===== src/rtl/sercfg_pkg.sv =====
package sercfg_pkg;
  // Strobes the control unit sends to the datapath on each serial clock edge.
  typedef struct packed {
    logic loadFirst;  // the enable has just risen: restart the shift register with this bit
    logic shiftIn;    // the frame continues: append this bit
    logic commit;     // the enable has fallen after exactly one full frame
  } ctrlStrobes_t;
endpackage


===== src/rtl/sercfg_ctrl.sv =====
module sercfg_ctrl
  import sercfg_pkg::*;
#(
  parameter int ADDR_W = 8,
  parameter int DATA_W = 32
) (
  input  logic         clk,
  input  logic         rst,
  input  logic         serEn,
  output ctrlStrobes_t ctrl
);
  localparam int FRAME_LEN = ADDR_W + DATA_W;
  localparam int CNT_W = $clog2(FRAME_LEN + 2);
  localparam logic [CNT_W-1:0] CNT_FULL = CNT_W'(FRAME_LEN);
  localparam logic [CNT_W-1:0] CNT_OVER = CNT_W'(FRAME_LEN + 1);

  logic             enPrev;
  logic [CNT_W-1:0] bitCnt;
  logic             enRise;
  logic             enFall;

  assign enRise = serEn & ~enPrev;
  assign enFall = ~serEn & enPrev;

  always_ff @(posedge clk) begin
    if (rst) begin
      enPrev <= 1'b0;
      bitCnt <= '0;
    end else begin
      enPrev <= serEn;
      if (enRise) begin
        bitCnt <= CNT_W'(1);
      end else if (serEn && bitCnt != CNT_OVER) begin
        bitCnt <= bitCnt + CNT_W'(1);
      end
    end
  end

  always_comb begin
    ctrl.loadFirst = enRise;
    ctrl.shiftIn   = serEn & ~enRise;
    ctrl.commit    = enFall && (bitCnt == CNT_FULL);
  end

  // a rising enable restarts the count at one bit
  a_r8_count_restart: assert property (@(posedge clk) disable iff (rst)
    (serEn && !enPrev) |=> (bitCnt == CNT_W'(1)));

  // the count saturates just past a full frame
  a_r6_count_bounded: assert property (@(posedge clk) disable iff (rst)
    bitCnt <= CNT_OVER);

  // no commit can follow a cycle in which the enable was low
  a_r5_commit_after_frame: assert property (@(posedge clk) disable iff (rst)
    !serEn |=> !ctrl.commit);
endmodule


===== src/rtl/sercfg_datapath.sv =====
module sercfg_datapath
  import sercfg_pkg::*;
#(
  parameter int ADDR_W   = 8,
  parameter int DATA_W   = 32,
  parameter int NUM_REGS = 10
) (
  input  logic                             clk,
  input  logic                             rst,
  input  logic                             serData,
  input  ctrlStrobes_t                     ctrl,
  output logic [NUM_REGS-1:0][DATA_W-1:0]  regBank,
  output logic                             wrStrobe,
  output logic [ADDR_W-1:0]                wrAddr
);
  localparam int FRAME_LEN = ADDR_W + DATA_W;

  logic [FRAME_LEN-1:0] shiftReg;
  logic [ADDR_W-1:0]    frmAddr;
  logic [DATA_W-1:0]    frmData;
  logic                 addrOk;

  assign frmAddr = shiftReg[FRAME_LEN-1:DATA_W];
  assign frmData = shiftReg[DATA_W-1:0];
  assign addrOk  = (frmAddr < ADDR_W'(NUM_REGS));

  always_ff @(posedge clk) begin
    if (rst) begin
      shiftReg <= '0;
    end else if (ctrl.loadFirst) begin
      shiftReg <= {{(FRAME_LEN-1){1'b0}}, serData};
    end else if (ctrl.shiftIn) begin
      shiftReg <= {shiftReg[FRAME_LEN-2:0], serData};
    end
  end

  for (genvar i = 0; i < NUM_REGS; i++) begin : g_reg
    always_ff @(posedge clk) begin
      if (rst) begin
        regBank[i] <= '0;
      end else if (ctrl.commit && addrOk && frmAddr == ADDR_W'(i)) begin
        regBank[i] <= frmData;
      end
    end
  end

  always_ff @(posedge clk) begin
    if (rst) begin
      wrStrobe <= 1'b0;
      wrAddr   <= '0;
    end else begin
      wrStrobe <= ctrl.commit && addrOk;
      if (ctrl.commit) wrAddr <= frmAddr;
    end
  end

  // a commit to an address outside the bank writes nothing
  a_r4_bad_addr_ignored: assert property (@(posedge clk) disable iff (rst)
    (ctrl.commit && !addrOk) |=> ($stable(regBank) && !wrStrobe));

  // without a commit the bank holds its value
  a_r9_hold_without_commit: assert property (@(posedge clk) disable iff (rst)
    !ctrl.commit |=> $stable(regBank));

  // a strobe always traces back to a commit
  a_r7_strobe_from_commit: assert property (@(posedge clk) disable iff (rst)
    wrStrobe |-> $past(ctrl.commit));
endmodule


===== src/rtl/sercfg_rx.sv =====
module sercfg_rx
  import sercfg_pkg::*;
#(
  parameter int ADDR_W   = 8,
  parameter int DATA_W   = 32,
  parameter int NUM_REGS = 10
) (
  input  logic                                serClk,
  input  logic                                rst,
  input  logic                                serEn,
  input  logic                                serData,
  output logic [NUM_REGS-1:0][DATA_W-1:0]     regBank,
  output logic                                wrStrobe,
  output logic [ADDR_W-1:0]                   wrAddr
);
  ctrlStrobes_t ctrl;

  sercfg_ctrl #(
    .ADDR_W(ADDR_W),
    .DATA_W(DATA_W)
  ) u_ctrl (
    .clk  (serClk),
    .rst  (rst),
    .serEn(serEn),
    .ctrl (ctrl)
  );

  sercfg_datapath #(
    .ADDR_W  (ADDR_W),
    .DATA_W  (DATA_W),
    .NUM_REGS(NUM_REGS)
  ) u_dp (
    .clk     (serClk),
    .rst     (rst),
    .serData (serData),
    .ctrl    (ctrl),
    .regBank (regBank),
    .wrStrobe(wrStrobe),
    .wrAddr  (wrAddr)
  );

  // the write strobe never lasts two cycles
  a_r7_strobe_single: assert property (@(posedge serClk) disable iff (rst)
    wrStrobe |=> !wrStrobe);

  // reset clears the strobe on the next edge
  a_r1_reset_clears: assert property (@(posedge serClk)
    rst |=> (!wrStrobe && regBank == '0));
endmodule


===== config.mk =====
export PLATFORM = sky130hd
export DESIGN_NAME = sercfg_rx
export DESIGN_NICKNAME = d
export VERILOG_FILES = /design/src/rtl/sercfg_pkg.sv /design/src/rtl/sercfg_ctrl.sv /design/src/rtl/sercfg_datapath.sv /design/src/rtl/sercfg_rx.sv
export SDC_FILE = /design/constraint.sdc
export NUM_CORES = 1
export LEC_CHECK = 0
export BUFFER_PORTS_ARGS = -buffer_cell sky130_fd_sc_hd__buf_4
export CORE_MARGIN = 1
export CORE_UTILIZATION = 54
export CTS_CLUSTER_SIZE = 24
export DETAILED_ROUTE_END_ITERATION = 7
export PLACE_DENSITY = 0.83
export SYNTH_ARGS = -nofsm -noshare
export SYNTH_HDL_FRONTEND = slang
export SYNTH_HIERARCHICAL = 1
export SYNTH_SLANG_ARGS = --single-unit

===== constraint.sdc =====
create_clock -name serClk -period 2.8 [get_ports serClk]
set_clock_uncertainty 0.15 [all_clocks]
set_input_delay 0.56 -clock serClk [delete_from_list [all_inputs] [get_ports serClk]]
set_output_delay 0.56 -clock serClk [all_outputs]
set_load 0.01 [all_outputs]

# == After elaboration in Yosys (flattened, before gate mapping) ==
# Cells that the tools add are included.
# word_totals
ff_bits,376
in_bits,4
output_inout_bits,329
word_cells,57
# classes
addsub,1
magnitude_cmp,1
n_eq_ne,11
n_mux,4
bitwise_logic,6
n_reduce_logical,17
# ops
operator,count
$eq A8 B3 Y1 const B,4
$eq A8 B2 Y1 const B,2
$eq A8 B4 Y1 const B,2
$logic_and A1 B1 Y1,13
$eq A8 B1 Y1 const B,1
$logic_not A8 Y1,1
$lt A8 B4 Y1 const B,1
$add A6 B1 Y6 const B,1
$eq A6 B6 Y1 const B,1
$ne A6 B6 Y1 const B,1
$mux W1,4
$reduce_bool A2 Y1,2
$and A1 B1 Y1,3
$not A1 Y1,3
$reduce_or A2 Y1,1

# == Logic depth before layout (Yosys ltp) ==
# depth
ltp_word,6
mapped_depth,9
depth_no_buf,6

# == By module ==
# The synthesis kept the hierarchy.
# modules_own_cells
module,n_inst,cells_per_inst,area_each_um2,seq_area_each_um2
sercfg_datapath,1,1276,14178.6,7387.1
sercfg_ctrl,1,44,410.4,140.1

# == Least setup slack after synthesis ==
# No wires, ideal clock.
# synth_path
kind,input-to-reg
startpoint,in serEn
endpoint,reg u_dp/regBank[100] (netlist bit)
setup_ns,0.132
arrival_time_ns,1.990
t_required_ns,2.518
setup_slack_ns,0.528
stages,8
path_buffers,4
cell_sequence,buf_6 > and4b_1 > buf_4 > nor3b_2 > buf_4 > nand4_2 > buf_2 > mux2i_1
# synth_rtl
element,line_no,text
start: declaration,sercfg_rx.sv:10,"input logic serEn,"
end signal: indexed assignment,sercfg_datapath.sv:42,regBank[i] <= frmData;
end: declaration,sercfg_datapath.sv:12,"output logic [NUM_REGS-1:0][DATA_W-1:0] regBank,"

==> results.md <==
* All-Layer GR Usage at 0.2673
* WP data arrival at between 2 and 3 ns
* Post-synthesis adder-cell area fraction at 0.002573
* Layout Area Growth over Synthesis at 26.84%
* ANT cells at 0
* # DRC at 23
* Max-slew violations at 0
* Antenna Nets Post-Route at 0
* Peak supply drop at roughly 0.37 mV
* Mux share of post-synthesis cell area at 0.2525
* Die area at between 0.02 and 0.03 sq mm
* Clk buf depth at 3
* Int Pwr at approximately 8400 uW
* Status: finished, violations left
* Largest net degree at the start of global routing at 113
* Unique masters post-synth at 35
* Synthesized area per cell at roughly 11 sq um
* First-iteration detailed-routing DRC count at roughly 670
* Vias per cell at about 5.2
* Final period util at 0.8434
* Failing checks: design-rule violations
* Flop pwr share at 0.510
* Post-synthesis sequential area ratio at 0.5160
* Total Wirelength at approximately 38000 um
* Final core area utilization at 0.7041
* Overall power at about 11000 uW
* Net Sw Frac at 0.2038
* Synth warn at 6
* Nets at roughly 1600
* Final setup vio count at 0
* Core footprint at 0.02628 sq mm
* Power Density at approximately 570 mW/mm^2
* Post-DP Area at about 0.017 sq mm
* Leak Pwr at 0.009200 uW
* Main combinational cell family by area after synthesis: multiplexers
* Synthesized area at around 0.015 sq mm
* H-tree lvl count at 2
* Required time worst endpoint at just over 3 ns
* I/O Buffers at approximately 330
* Routability cong. at 0.8048
* Synth Instances at approximately 1300
* Comb pwr share at 0.019
* Clock root buffer master: clkbuf_16
* Worst Path Class, Setup: register to register
* Num ports at roughly 330
* WL/cell at 19.12 um
* Register bit count reported by yosys at roughly 380
* CTS Hold Bufs at 0
* Share of cells above drive strength 1 at 0.2669
* Worst hold path class: input port to register
* Syn Nets at approximately 1300
* Fmax at about 420 MHz
* Via count at ~10000
* Slew Limit Headroom at 0.4885
* Crit path time final at between 2 and 2.5 ns
* Max cap viols at 0
* Die width at 166.4 um
* Area fraction of the dominant cell type after synthesis at 0.5160
* Row count at 59
* Synth area leaders: dfxtp_1 (52%), mux2i_1 (25%), nand2b_1 (15%)
* Area share of and/or/nand/nor cells after synthesis at 0.1872
* CP max FO at 11
* Hold Violations, Final at 0
* Sink Count at roughly 380
* Die H at roughly 170 um
* Initial core utilization at 0.5551
* Reg clk slew, reported paths at ~0.06 ns
* Initial DRT Pass Iterations at 7
* Sw Pwr at ~2100 uW
* Compound-Gate Fraction of Synth Area at 0.003516
* Clk pwr share at 0.471
* DP HPWL at 24610 um
* Total CTS buffers at 39
* Skew-Pair Late Insertion Delay at roughly 0.51 ns
* First-pass GRT wire length at 58630 um
* Number of global-route vias before repair at between 10000 and 15000
* Total gr overflow at 0
* Cell taking the most area after synthesis: dfxtp_1
* Worst-margin pin slew at between 0.7 and 0.8 ns
* Synth Area in XOR/XNOR at 0.001201
* Setup TNS Final at 0 ns
* Crit end category: register
* RSZ-0062 raised after global routing: false
* Post-CTS Resized at 0
* Post-CTS Setup Bufs at 0
* Design area at between 0.015 and 0.02 sq mm
* Initial antenna violation count at 0
* CTS tree: built
* Crit start category: register
==> area by class of cell <==
cell class	instances	area, sq um
Fill cell	1922	7776
Sequential cell	376	7527
Multi-Input combinational cell	823	6559
Timing Repair Buffer	361	2764
Clock buffer	61	1191
Tap cell	335	419.2
Clock inverter	6	32.53
Inverter	3	11.26
==> layer usage <==
layer  routed length (um)  part of all wire  global-route usage  up-vias
met3                 2241             0.060             0.05386       82
li1                     -                 -                   -     4910
met4                 1318             0.035              0.1043        0
met1                16210              0.43              0.3344     4954
met2                17800              0.47              0.4525      303
met5                    0                 0                   0        -
==> flip-flops by register name, indices dropped and copies added, names as in the netlist <==
signal         count
u_dp/wrStrobe      1
u_dp/regBank     320
u_dp/shiftReg     40
u_dp/wrAddr        8
u_ctrl/bitCnt      6
u_ctrl/enPrev      1
==> power by group through the flow <==
| stage | clock, uW | combinational, uW | sequential, uW |
|---|---|---|---|
| global placement | 0 | 196 | 5480 |
| global route | 5270 | 212 | 5350 |
| detailed placement | 0 | 197 | 5480 |
| finish | 4950 | 198 | 5360 |
| CTS | 5030 | 197 | 5360 |
| floorplan | 0 | 164 | 5470 |
==> path summary, 6_finish.rpt <==
kind | from | to | slack [ns] | cells past startpoint
worst max-delay path | u_ctrl/bitCnt[2] | u_dp/regBank[29] | 0.44 | 7
worst min-delay path | serEn | u_ctrl/enPrev | 0.20 | 2
worst max register to register | u_ctrl/bitCnt[2] | u_dp/regBank[29] | 0.44 | 7
worst min register to register | u_dp/regBank[97] | u_dp/regBank[97] | 0.32 | 2
==> worst max-delay path: stages, from the launching register on <==
cell	delay (ns)
dfxtp_1	0.35
and4bb_1	0.37
and4b_1	0.24
nor3b_2	0.16
buf_4	0.25
and3_2	0.26
buf_4	0.25
mux2i_1	0.25
==> stage by stage <==
step | hold slack [ns] | instances | setup WS [ns]
final | 0.1951 | 1965 | 0.4385
after floorplan | 0.2951 | 1320 | 0.5281
after CTS | 0.1773 | 1965 | 0.4277
after detailed placement | 0.3148 | 1898 | 0.4500
after global routing | 0.2000 | 1965 | 0.2787
after global placement | 0.3058 | 1898 | 0.4913
==> placed cells by master (no fill, tap or decap), types with 2 or more instances in the layout <==
master / n
o21ai_0: 3
nand2_1: 4
ha_1: 3
nor2_1: 53
dfxtp_1: 376
clkbuf_16: 41
nand2b_1: 354
nand4_4: 4
buf_4: 356
and4b_1: 2
nor2b_1: 4
clkbuf_8: 9
mux2i_1: 368
inv_1: 3
clkinv_2: 5
a21oi_1: 4
nand3b_1: 2
xor2_1: 2
buf_12: 4
nand3_2: 5
clkbuf_1: 11
==> cell families (layout without fill, tap and decap cells) <==
family | Yosys count | after routing
AND/OR/NAND/NOR | 441 | 441
buffers and inverters | 121 | 431
XOR/XNOR | 2 | 2
adder cells (fa/ha/maj) | 3 | 3
flip-flops | 376 | 376
multiplexers | 368 | 368
AO/OA/AOI/OAI | 9 | 9
==> cell usage after synthesis, drive strengths merged <==
| master | number |
|---|---|
| inv | 3 |
| ha | 3 |
| clkbuf | 51 |
| and4bb | 1 |
| nor2 | 53 |
| a21boi | 1 |
| nor3b | 1 |
| dfxtp | 376 |
| buf | 67 |
| nand2 | 4 |
| a21oi | 4 |
| and2 | 1 |
| nand2b | 354 |
| and4 | 1 |
| o21ai | 3 |
| and4b | 2 |
| and3 | 1 |
| nand4 | 6 |
| nor4b | 1 |
| mux2i | 368 |
| xor2 | 2 |
| nor4 | 2 |
| nor2b | 4 |
| nand3b | 2 |
| nand3 | 6 |
| or3 | 1 |
| or2 | 1 |
| a211o | 1 |
Power figures use the tool's default switching activity.
